File: config.mk
export PLATFORM = sky130hd
export DESIGN_NAME = uart_regfile_lock
export DESIGN_NICKNAME = d
export VERILOG_FILES = /design/src/rtl/uart_rf_pkg.sv /design/src/rtl/uart_rf_busy.sv /design/src/rtl/uart_rf_irq.sv /design/src/rtl/uart_regfile_lock.sv
export SDC_FILE = /design/constraint.sdc
export NUM_CORES = 1
export LEC_CHECK = 0
export ABC_CLOCK_PERIOD_IN_PS = 2150
export BUFFER_PORTS_ARGS = -buffer_cell sky130_fd_sc_hd__buf_4
export CAP_MARGIN = 20
export CORE_UTILIZATION = 45
export DETAILED_ROUTE_END_ITERATION = 8
export PLACE_DENSITY = 0.72
export SYNTH_ARGS = -nofsm -noshare
export SYNTH_HDL_FRONTEND = slang
export SYNTH_SLANG_ARGS = --single-unit
export TNS_END_PERCENT = 1
File: constraint.sdc
create_clock -name clk -period 2.15 [get_ports clk]
set_clock_uncertainty 0.05 [all_clocks]
set_input_delay 0.1075 -clock clk [delete_from_list [all_inputs] [get_ports clk]]
set_output_delay 0.1075 -clock clk [all_outputs]
set_load 0.005 [all_outputs]
File: src/rtl/uart_rf_pkg.sv
package uart_rf_pkg;

  typedef enum logic [3:0] {
    IID_NONE = 4'b0001,
    IID_THRE = 4'b0010,
    IID_RXD  = 4'b0100,
    IID_LINE = 4'b0110,
    IID_BUSY = 4'b0111,
    IID_TMO  = 4'b1100
  } iid_e;

  localparam int IER_W    = 4;
  localparam int RXERR_W  = 4;
  localparam int MCR_W    = 5;
  localparam int DLAB_BIT = 7;

endpackage

File: src/rtl/uart_rf_busy.sv
module uart_rf_busy #(
  parameter bit COMPAT = 1'b0
) (
  input  logic clk,
  input  logic rst_n,
  input  logic tx_shift_active,
  input  logic tx_fifo_empty,
  input  logic rx_frame_active,
  input  logic rx_data_avail,
  input  logic lcr_wr,
  input  logic usr_rd,
  output logic busy,
  output logic lcr_en,
  output logic busy_irq
);

  always_comb begin
    busy = tx_shift_active | ~tx_fifo_empty | rx_frame_active | rx_data_avail;
  end

  generate
    if (COMPAT) begin : g_open
      always_comb begin
        lcr_en   = lcr_wr;
        busy_irq = 1'b0;
      end
    end else begin : g_guard
      logic pend_q;
      logic pend_d;

      always_comb begin
        lcr_en = lcr_wr & ~busy;
        pend_d = pend_q;
        if (lcr_wr && busy) begin
          pend_d = 1'b1;
        end else if (usr_rd) begin
          pend_d = 1'b0;
        end
      end

      always_ff @(posedge clk or negedge rst_n) begin
        if (!rst_n) begin
          pend_q <= 1'b0;
        end else begin
          pend_q <= pend_d;
        end
      end

      always_comb begin
        busy_irq = pend_q;
      end

      AST_REJECT_RAISES: assert property (@(posedge clk) disable iff (!rst_n)
        (lcr_wr && busy) |=> busy_irq);
      AST_USR_CLEARS: assert property (@(posedge clk) disable iff (!rst_n)
        usr_rd |=> !busy_irq);
    end
  endgenerate

endmodule

File: src/rtl/uart_rf_irq.sv
module uart_rf_irq
  import uart_rf_pkg::*;
(
  input  logic [IER_W-1:0] ier,
  input  logic             rx_err_any,
  input  logic             rx_data_avail,
  input  logic             rx_timeout,
  input  logic             tx_fifo_empty,
  input  logic             busy_irq,
  output iid_e             iid,
  output logic             irq
);

  always_comb begin
    if (ier[2] && rx_err_any) begin
      iid = IID_LINE;
    end else if (ier[0] && rx_data_avail) begin
      iid = IID_RXD;
    end else if (ier[0] && rx_timeout) begin
      iid = IID_TMO;
    end else if (ier[1] && tx_fifo_empty) begin
      iid = IID_THRE;
    end else if (busy_irq) begin
      iid = IID_BUSY;
    end else begin
      iid = IID_NONE;
    end
    irq = (iid != IID_NONE);
  end

endmodule

File: src/rtl/uart_regfile_lock.sv
module uart_regfile_lock
  import uart_rf_pkg::*;
#(
  parameter bit COMPAT = 1'b0,
  parameter int ADDR_W = 5,
  parameter int DATA_W = 8
) (
  input  logic                clk,
  input  logic                rst_n,
  input  logic                bus_sel,
  input  logic                bus_wr,
  input  logic [ADDR_W-1:0]   bus_addr,
  input  logic [DATA_W-1:0]   bus_wdata,
  output logic [DATA_W-1:0]   bus_rdata,
  input  logic                tx_shift_active,
  input  logic                tx_fifo_empty,
  input  logic                rx_frame_active,
  input  logic                rx_data_avail,
  input  logic                rx_timeout,
  input  logic [RXERR_W-1:0]  rx_err,
  input  logic [DATA_W-1:0]   rx_data,
  output logic                tx_push,
  output logic [DATA_W-1:0]   tx_data,
  output logic                rx_pop,
  output logic                tx_fifo_clr,
  output logic                rx_fifo_clr,
  output logic [DATA_W-1:0]   line_cfg,
  output logic [2*DATA_W-1:0] baud_div,
  output logic                irq
);

  localparam logic [ADDR_W-1:0] A_DATA = ADDR_W'(0);
  localparam logic [ADDR_W-1:0] A_IER  = ADDR_W'(1);
  localparam logic [ADDR_W-1:0] A_IIR  = ADDR_W'(2);
  localparam logic [ADDR_W-1:0] A_LCR  = ADDR_W'(3);
  localparam logic [ADDR_W-1:0] A_MCR  = ADDR_W'(4);
  localparam logic [ADDR_W-1:0] A_LSR  = ADDR_W'(5);
  localparam logic [ADDR_W-1:0] A_SCR  = ADDR_W'(7);
  localparam logic [ADDR_W-1:0] A_USR  = ADDR_W'(31);

  logic [DATA_W-1:0] lcr_q, lcr_d, dll_q, dll_d, dlh_q, dlh_d, scr_q, scr_d;
  logic [IER_W-1:0]  ier_q, ier_d;
  logic [MCR_W-1:0]  mcr_q, mcr_d;
  logic              fen_q, fen_d;

  logic wr_hit, rd_hit, dlab;
  logic lcr_wr, usr_rd, lcr_en, busy, busy_irq;
  logic dll_wr, dlh_wr, ier_wr, fcr_wr, mcr_wr, scr_wr;
  iid_e iid;

  always_comb begin
    wr_hit = bus_sel & bus_wr;
    rd_hit = bus_sel & ~bus_wr;
    dlab   = lcr_q[DLAB_BIT];
    lcr_wr = wr_hit & (bus_addr == A_LCR);
    usr_rd = rd_hit & (bus_addr == A_USR);
    dll_wr = wr_hit & (bus_addr == A_DATA) & dlab;
    dlh_wr = wr_hit & (bus_addr == A_IER) & dlab;
    ier_wr = wr_hit & (bus_addr == A_IER) & ~dlab;
    fcr_wr = wr_hit & (bus_addr == A_IIR);
    mcr_wr = wr_hit & (bus_addr == A_MCR);
    scr_wr = wr_hit & (bus_addr == A_SCR);
    tx_push     = wr_hit & (bus_addr == A_DATA) & ~dlab;
    tx_data     = bus_wdata;
    rx_pop      = rd_hit & (bus_addr == A_DATA) & ~dlab;
    rx_fifo_clr = fcr_wr & bus_wdata[1];
    tx_fifo_clr = fcr_wr & bus_wdata[2];
  end

  uart_rf_busy #(.COMPAT(COMPAT)) u_busy (
    .clk             (clk),
    .rst_n           (rst_n),
    .tx_shift_active (tx_shift_active),
    .tx_fifo_empty   (tx_fifo_empty),
    .rx_frame_active (rx_frame_active),
    .rx_data_avail   (rx_data_avail),
    .lcr_wr          (lcr_wr),
    .usr_rd          (usr_rd),
    .busy            (busy),
    .lcr_en          (lcr_en),
    .busy_irq        (busy_irq)
  );

  uart_rf_irq u_irq (
    .ier           (ier_q),
    .rx_err_any    (|rx_err),
    .rx_data_avail (rx_data_avail),
    .rx_timeout    (rx_timeout),
    .tx_fifo_empty (tx_fifo_empty),
    .busy_irq      (busy_irq),
    .iid           (iid),
    .irq           (irq)
  );

  always_comb begin
    lcr_d = lcr_en ? bus_wdata : lcr_q;
    dll_d = dll_wr ? bus_wdata : dll_q;
    dlh_d = dlh_wr ? bus_wdata : dlh_q;
    ier_d = ier_wr ? bus_wdata[IER_W-1:0] : ier_q;
    mcr_d = mcr_wr ? bus_wdata[MCR_W-1:0] : mcr_q;
    scr_d = scr_wr ? bus_wdata : scr_q;
    fen_d = fcr_wr ? bus_wdata[0] : fen_q;
  end

  always_ff @(posedge clk or negedge rst_n) begin
    if (!rst_n) begin
      lcr_q <= '0;
      dll_q <= '0;
      dlh_q <= '0;
      ier_q <= '0;
      mcr_q <= '0;
      scr_q <= '0;
      fen_q <= 1'b0;
    end else begin
      lcr_q <= lcr_d;
      dll_q <= dll_d;
      dlh_q <= dlh_d;
      ier_q <= ier_d;
      mcr_q <= mcr_d;
      scr_q <= scr_d;
      fen_q <= fen_d;
    end
  end

  always_comb begin
    bus_rdata = '0;
    case (bus_addr)
      A_DATA:  bus_rdata = dlab ? dll_q : rx_data;
      A_IER:   bus_rdata = dlab ? dlh_q : DATA_W'(ier_q);
      A_IIR:   bus_rdata = DATA_W'({fen_q, fen_q, 2'b00, iid});
      A_LCR:   bus_rdata = lcr_q;
      A_MCR:   bus_rdata = DATA_W'(mcr_q);
      A_LSR:   bus_rdata = DATA_W'({1'b0, tx_fifo_empty & ~tx_shift_active,
                                    tx_fifo_empty, rx_err, rx_data_avail});
      A_SCR:   bus_rdata = scr_q;
      A_USR:   bus_rdata = DATA_W'(busy);
      default: bus_rdata = '0;
    endcase
    line_cfg = lcr_q;
    baud_div = {dlh_q, dll_q};
  end

  AST_LCR_HELD_BUSY: assert property (@(posedge clk) disable iff (!rst_n)
    (!COMPAT && lcr_wr && busy) |=> $stable(lcr_q));
  AST_LCR_TAKEN_IDLE: assert property (@(posedge clk) disable iff (!rst_n)
    (lcr_wr && !busy) |=> (lcr_q == $past(bus_wdata)));
  AST_DIV_NO_DATAPATH: assert property (@(posedge clk) disable iff (!rst_n)
    (dll_wr || dlh_wr) |-> !(tx_push || rx_pop));

endmodule

==> metrics.yaml, run 1 <==
status: "finished clean"
io_pins: 79
drv_slew: 0
dpl.cell_count: 356
num-nets-final: 329
crit_buf_inv: 2
vias: 2047
io_buffers: 78
hpwl_um: 5060
synth_nets: 244
area.sequential_mm2: 0.00108
routabilityCongestion: 0.871
crit_type: "register to output port"
drt_iter0_drc: 164
rows: 26
syn_inst: 210
avgViaCountPerCell: 5.59
critPathCaptureType: "output port"
crit_arrival_ns: 1.86
diodes: 0
rsz0062_at_grt: "no"
drtPass1Iterations: 4
cp_slowest_stage_delay_ns: 0.49
clk_latency_ns: 0.30
drive_gt1_share_pct: 51.0
antenna_found_initial: 0
netlist_area_mm2: 0.00240
antenna_left: 0
fin_setup_tns_ns: 0
grtUsageTotal_pct: 26.4
fillCellCount: 425
p_leak_nw: 1.58
power_switching_w: 0.000451
grt_max_degree: 44
core_mm2: 0.00511
cell_internal_pwr_w: 0.00126
ys.flop_type: "dfrtp_1"
final_core_util_pct: 62.6
grt_pass1_wl_um: 10600
setup_viol: 0
wl_um: 6750
cp_max_fo: 12
cp_num_cells: 5
root_buffer: "clkbuf_8"
max_cap_violations: 0
critical_path.cell_chain: "buf_6 -> mux2i_1 -> a2bb2oi_1 -> nand4_1 -> buf_4"
hold_viol: 0
grt_pass1_vias: 2000
path_clk_slew_ns: 0.09
die_y_um: 75.0
layout_commonest_cell: "buf_4"
cellPowerDensity_mw_per_mm2: 535
die-area_mm2: 0.00563
relSlewSlack_pct: 62.9
min_period_over_period_pct: 94.0
min_path_cells: 2
clock-sinks: 43
gr-total-overflow: 0
die_w_um: 75.0
hold_path_class: "primary input to register"
fmax_ghz: 0.495
stdcell_count: 366
worst_pin_slew_ns: 0.556
multi_input_area_mm2: 0.00122
crit_path_top_delay_cell: "dfrtp_1"
area_growth_pct: 33.2
r2r_cells: 4
peakVddDrop_mv: 0.331
cts.path.max_buffers: 2
power.share.sequential_pct: 51.8
p_sw_share_pct: 26.4
clkPwrFrac_pct: 32.6
routedWlPerCell_um: 18.4
ys_seq_elements: 43
ys_types: 45
cts_max_level: 2
start_util_pct: 47.0
cts_buffers: 5
cts_tree: "done"
drc: 0
seq_area_frac_synth_pct: 44.8
start_kind: "register"
synth_edf_count: 0
combPwrFrac_pct: 15.7
finalCriticalPeriod_ns: 2.02
cp.required_ns: 1.99
crit_family: "flip-flops"
most-common-layout-cells: "buf_4, dfrtp_1, mux2_2, nand2_1, mux2i_1"
postSynthAreaPerCell_um2: 11.4
async_reset_ff_share_pct: 100
yosys_warnings: 0
## final timing paths
check,start,slack [ns],end
min,bus_wdata[7],0.02,scr_q[7]
max reg2reg,line_cfg[7],0.49,dlh_q[5]
max,line_cfg[7],0.13,bus_rdata[3]
min in group asynchronous,rst_n,0.27,dll_q[4]
max in group asynchronous,rst_n,1.38,dll_q[5]
min reg2reg,mcr_q[0],0.46,mcr_q[0]
## sequential cells by signal (all words and copies together) (netlist names)
register and cells:
dlh_q 8, dll_q 8, fen_q 1, ier_q 4, line_cfg 8, mcr_q 5, scr_q 8, u_busy.busy_irq 1
## cell type report
cell class | instances | share of cell area [%]
Clock inverter | 2 | 0.508
Timing Repair Buffer | 93 | 22.1
Clock buffer | 6 | 2.58
Sequential cell | 43 | 33.6
Multi-Input combinational cell | 149 | 38.1
Tap cell | 70 | 2.74
Inverter | 3 | 0.352
## metrics by stage
step	setup WS, ns	hold WS [ns]	total power [W]	area, um^2
after detailed placement	0.265	0.0860	0.00117	3080
final	0.128	0.0202	0.00171	3200
after global placement	0.301	0.0844	0.00116	3080
after floorplan	0.452	-0.238	0.00102	2400
after CTS	0.115	0.0141	0.00172	3190
after global routing	0.0259	0.0138	0.00178	3200
## cells in the mapped netlist, types with 2 or more instances
| cell type | count | share of area, % |
|---|---|---|
| nand3_1 | 7 | 1.5 |
| o21ai_0 | 6 | 1.3 |
| buf_1 | 3 | 0.47 |
| and2_1 | 2 | 0.52 |
| o22a_1 | 3 | 1.1 |
| mux2_2 | 42 | 20 |
| or2_2 | 2 | 0.52 |
| nor2_1 | 8 | 1.3 |
| nand4_1 | 7 | 1.8 |
| and3_1 | 4 | 1.0 |
| a21oi_1 | 3 | 0.63 |
| buf_4 | 8 | 2.5 |
| dfrtp_1 | 43 | 45 |
| or3_1 | 2 | 0.52 |
| nand2b_1 | 2 | 0.52 |
| nor3_1 | 5 | 1.0 |
| a2bb2oi_1 | 2 | 0.73 |
| a22oi_1 | 2 | 0.63 |
| nand2_1 | 15 | 2.3 |
| buf_2 | 2 | 0.42 |
| mux2i_1 | 15 | 6.3 |
| a221oi_1 | 2 | 0.73 |
| inv_1 | 3 | 0.47 |
## cells by family after synthesis
group           after synthesis  share of synthesized area [%]
mux                          57                           26.0
flops                        43                           44.8
compound gates               25                           7.56
buf+inv                      18                           4.48
simple gates                 67                           17.2
## per-layer routing
layer  share of wire, %  routed length, um  up-vias  global-route usage, %
met5                  0                  0        -                      0
met3                6.2                420        7                   5.49
met1                 44               2940     1014                   36.8
li1                   -                  -      949                      -
met4               0.93                 63        0                   7.55
met2                 49               3330       77                   41.6
## worst reg2reg max path: cells and delay by family, from the launching register on
kind	cells	cell delay, ns
buffers and inverters	1	0.23
flip-flops	1	0.49
multiplexers	1	0.39
AND/OR/NAND/NOR	2	0.37
## repair_timing
| item | CTS | global route |
|---|---|---|
| gates resized for setup | 0 | 2 |
| endpoints found under the setup margin | 0 | 2 |
| buffers inserted | 0 | 0 |
| hold buffers | 2 | 0 |
| endpoints found under the hold margin | 44 | 0 |
## power by group through the flow
stage	Combinational, W	Sequential (W)	Clock (W)
after floorplan	0.000133	0.000892	0
after global placement	0.000262	0.000899	0
after detailed placement	0.000265	0.000901	0
after CTS	0.000269	0.000885	0.000571
after global routing	0.000294	0.000892	0.000598
final	0.000268	0.000886	0.000557
No activity file was read; power rests on OpenSTA's default activity.
==> run 2, diff against run 1 <==
--- a/config.mk
+++ b/config.mk
@@ -5,7 +5,7 @@
 export SDC_FILE = /design/constraint.sdc
 export NUM_CORES = 1
 export LEC_CHECK = 0
-export ABC_CLOCK_PERIOD_IN_PS = 2150
+export ABC_CLOCK_PERIOD_IN_PS = 1900
 export BUFFER_PORTS_ARGS = -buffer_cell sky130_fd_sc_hd__buf_4
 export CAP_MARGIN = 20
 export CORE_UTILIZATION = 45
==> constraint.sdc (replaced) <==
create_clock -name clk -period 1.9 [get_ports clk]
set_clock_uncertainty 0.05 [all_clocks]
set_input_delay 0.095 -clock clk [delete_from_list [all_inputs] [get_ports clk]]
set_output_delay 0.095 -clock clk [all_outputs]
set_load 0.005 [all_outputs]
==> metrics.yaml, run 2 (synthesis results as in run 1) <==
diodes: 0  # unchanged
die_w_um: 75.0  # unchanged
gr-total-overflow: 0  # unchanged
die_y_um: 75.0  # unchanged
io_pins: 79  # unchanged
cellPowerDensity_mw_per_mm2: 585  # +9.4%
relSlewSlack_pct: 63.0  # about the same
cp.required_ns: 1.75  # -0.24 ns
max_cap_violations: 0  # unchanged
wl_um: 6730  # -0.28%
met2_usage_pct: 40.1  # -1.5 points
post-route-cell-area_mm2: 0.00320  # unchanged
fmax_ghz: 0.547
antenna_found_initial: 0  # unchanged
routedWlPerCell_um: 18.3  # -0.55%
fin_ws_ns: 0.0713  # -0.0570 ns
drt_iter0_drc: 140  # -15%
min_period_over_period_pct: 96.2
die-area_mm2: 0.00563  # unchanged
peakVddDrop_mv: 0.398  # +20%
path_clk_slew_ns: 0.08  # about the same
cts_buffers: 5  # unchanged
routabilityCongestion: 0.835  # -4.1%
most-common-layout-cells: "buf_4, mux2_2, dfrtp_1, nand2_1, mux2i_1"
setup_viol: 0  # unchanged
cts.path.max_buffers: 2  # unchanged
num-nets-final: 330  # +0.30%
rows: 26  # unchanged
critPathCaptureType: "output port"
vias: 2054  # +0.34%
hold_viol: 0  # unchanged
gr-usage-met3_pct: 4.82  # -0.67 points
drtPass1Iterations: 4  # unchanged
antenna_left: 0  # unchanged
finalCriticalPeriod_ns: 1.83
drv_slew: 0  # unchanged
p_leak_nw: 1.58  # +0.21%
grt_use_met1_pct: 36.4  # -0.43 points
core_mm2: 0.00511  # unchanged
drive_gt1_share_pct: 52.2  # +1.2 points
hold_path_class: "primary input to register"
fillCellCount: 444  # +4.5%
grt_pass1_wl_um: 10300  # -2.7%
cts_setup_buffers: 0  # unchanged
cts_max_level: 2  # unchanged
hpwl_um: 5050  # about the same
clock-sinks: 43  # unchanged
status: "finished clean"
fin_setup_tns_ns: 0  # unchanged
cts_tree: "done"
grt.busiest_layer: "met2"
start_util_pct: 47.0  # unchanged
layout_commonest_cell: "buf_4"
grt_max_degree: 44  # unchanged
area_growth_pct: 33.2  # unchanged
grt_pass1_vias: 1923  # -3.9%
cp_max_fo: 5  # -7
root_buffer: "clkbuf_8"
rsz0062_at_grt: "yes"
worst_pin_slew_ns: 0.556  # -0.000888 ns
io_buffers: 78  # unchanged
crit_arrival_ns: 1.68  # -0.18 ns
crit_type: "register to output port"
start_kind: "register"
clk_latency_ns: 0.29  # about the same
grtUsageTotal_pct: 25.4  # -0.97 points
drc: 0  # unchanged
dpl_cell_area_mm2: 0.00309  # +0.49%
dpl_worst_slack_ns: 0.0801  # -0.185 ns
avgViaCountPerCell: 5.60  # about the same
[run 2: cell types whose count changed in the layout (fill, tap and decap cells not counted), sizes merged]
cell	previous run	this run
buf	91	93
clkinvlp	1	0
dlygate4sd3	2	1
clkbuf	6	7
[run 2: routing by layer]
metal | part of all wire (%) | routed length, um
met5 | 0 | 0
met4 | 0.85 | 57
met3 | 5.7 | 382
met2 | 48 | 3230
met1 | 45 | 3060
[run 2: layout make-up]
| cell class | count | area [um^2] | area share, % |
|---|---|---|---|
| Clock buffer | 7 | 76.3 | 2.39 |
| Timing Repair Buffer | 94 | 712 | 22.3 |
| Inverter | 3 | 11.3 | 0.352 |
| Clock inverter | 1 | 5.00 | 0.156 |
| Multi-Input combinational cell | 149 | 1230 | 38.4 |
| Sequential cell | 43 | 1080 | 33.7 |
| Tap cell | 70 | 87.6 | 2.74 |
[run 2: worst paths after layout]
check | start | endpoint | slack (ns) | depth (start not counted)
worst max-delay path | ier_q[2] | bus_rdata[1] | 0.07 | 6
worst min-delay path | bus_wr | u_busy.busy_irq | 0.003 | 3
worst max register to register | line_cfg[7] | dlh_q[0] | 0.33 | 4
worst min register to register | mcr_q[0] | mcr_q[0] | 0.46 | 1
max in group asynchronous | rst_n | line_cfg[7] | 1.11 | 2
min in group asynchronous | rst_n | dll_q[1] | 0.29 | 2
[run 2: timing repair]
action / 4_1_cts / 5_1_grt
pin swaps: 0 / 3
setup endpoints to repair: 1 / 8
endpoints found under the hold margin: 43 / 0
resized for setup: 1 / 6
hold buffers: 1 / 0
cloned: 0 / 0
[run 2: power breakdown]
part / leakage, nW / switching (W) / internal (W)
clock: 0.0422 / 0.000306 / 0.000258
sequential: 0.586 / 0.0000348 / 0.000969
combinational: 0.954 / 0.000143 / 0.000162
[run 2: metrics by stage]
stage / power, W / utilization [%] / cells / hold slack (ns)
after global placement: 0.00131 / 60.5 / 358 / 0.0700
final: 0.00187 / 62.6 / 367 / 0.00276
after detailed placement: 0.00132 / 60.5 / 358 / 0.0732
after floorplan: 0.00116 / - / 210 / -0.251
after CTS: 0.00188 / 62.3 / 367 / 0.000760
after global routing: 0.00195 / 62.6 / 367 / 0.0190
[run 2: critical path: stages (launching register included)]
cell	delay, ns
dfrtp_1	0.40
o41ai_1	0.08
buf_4	0.21
o21ai_0	0.08
a222oi_1	0.32
nand3_1	0.14
buf_4	0.16
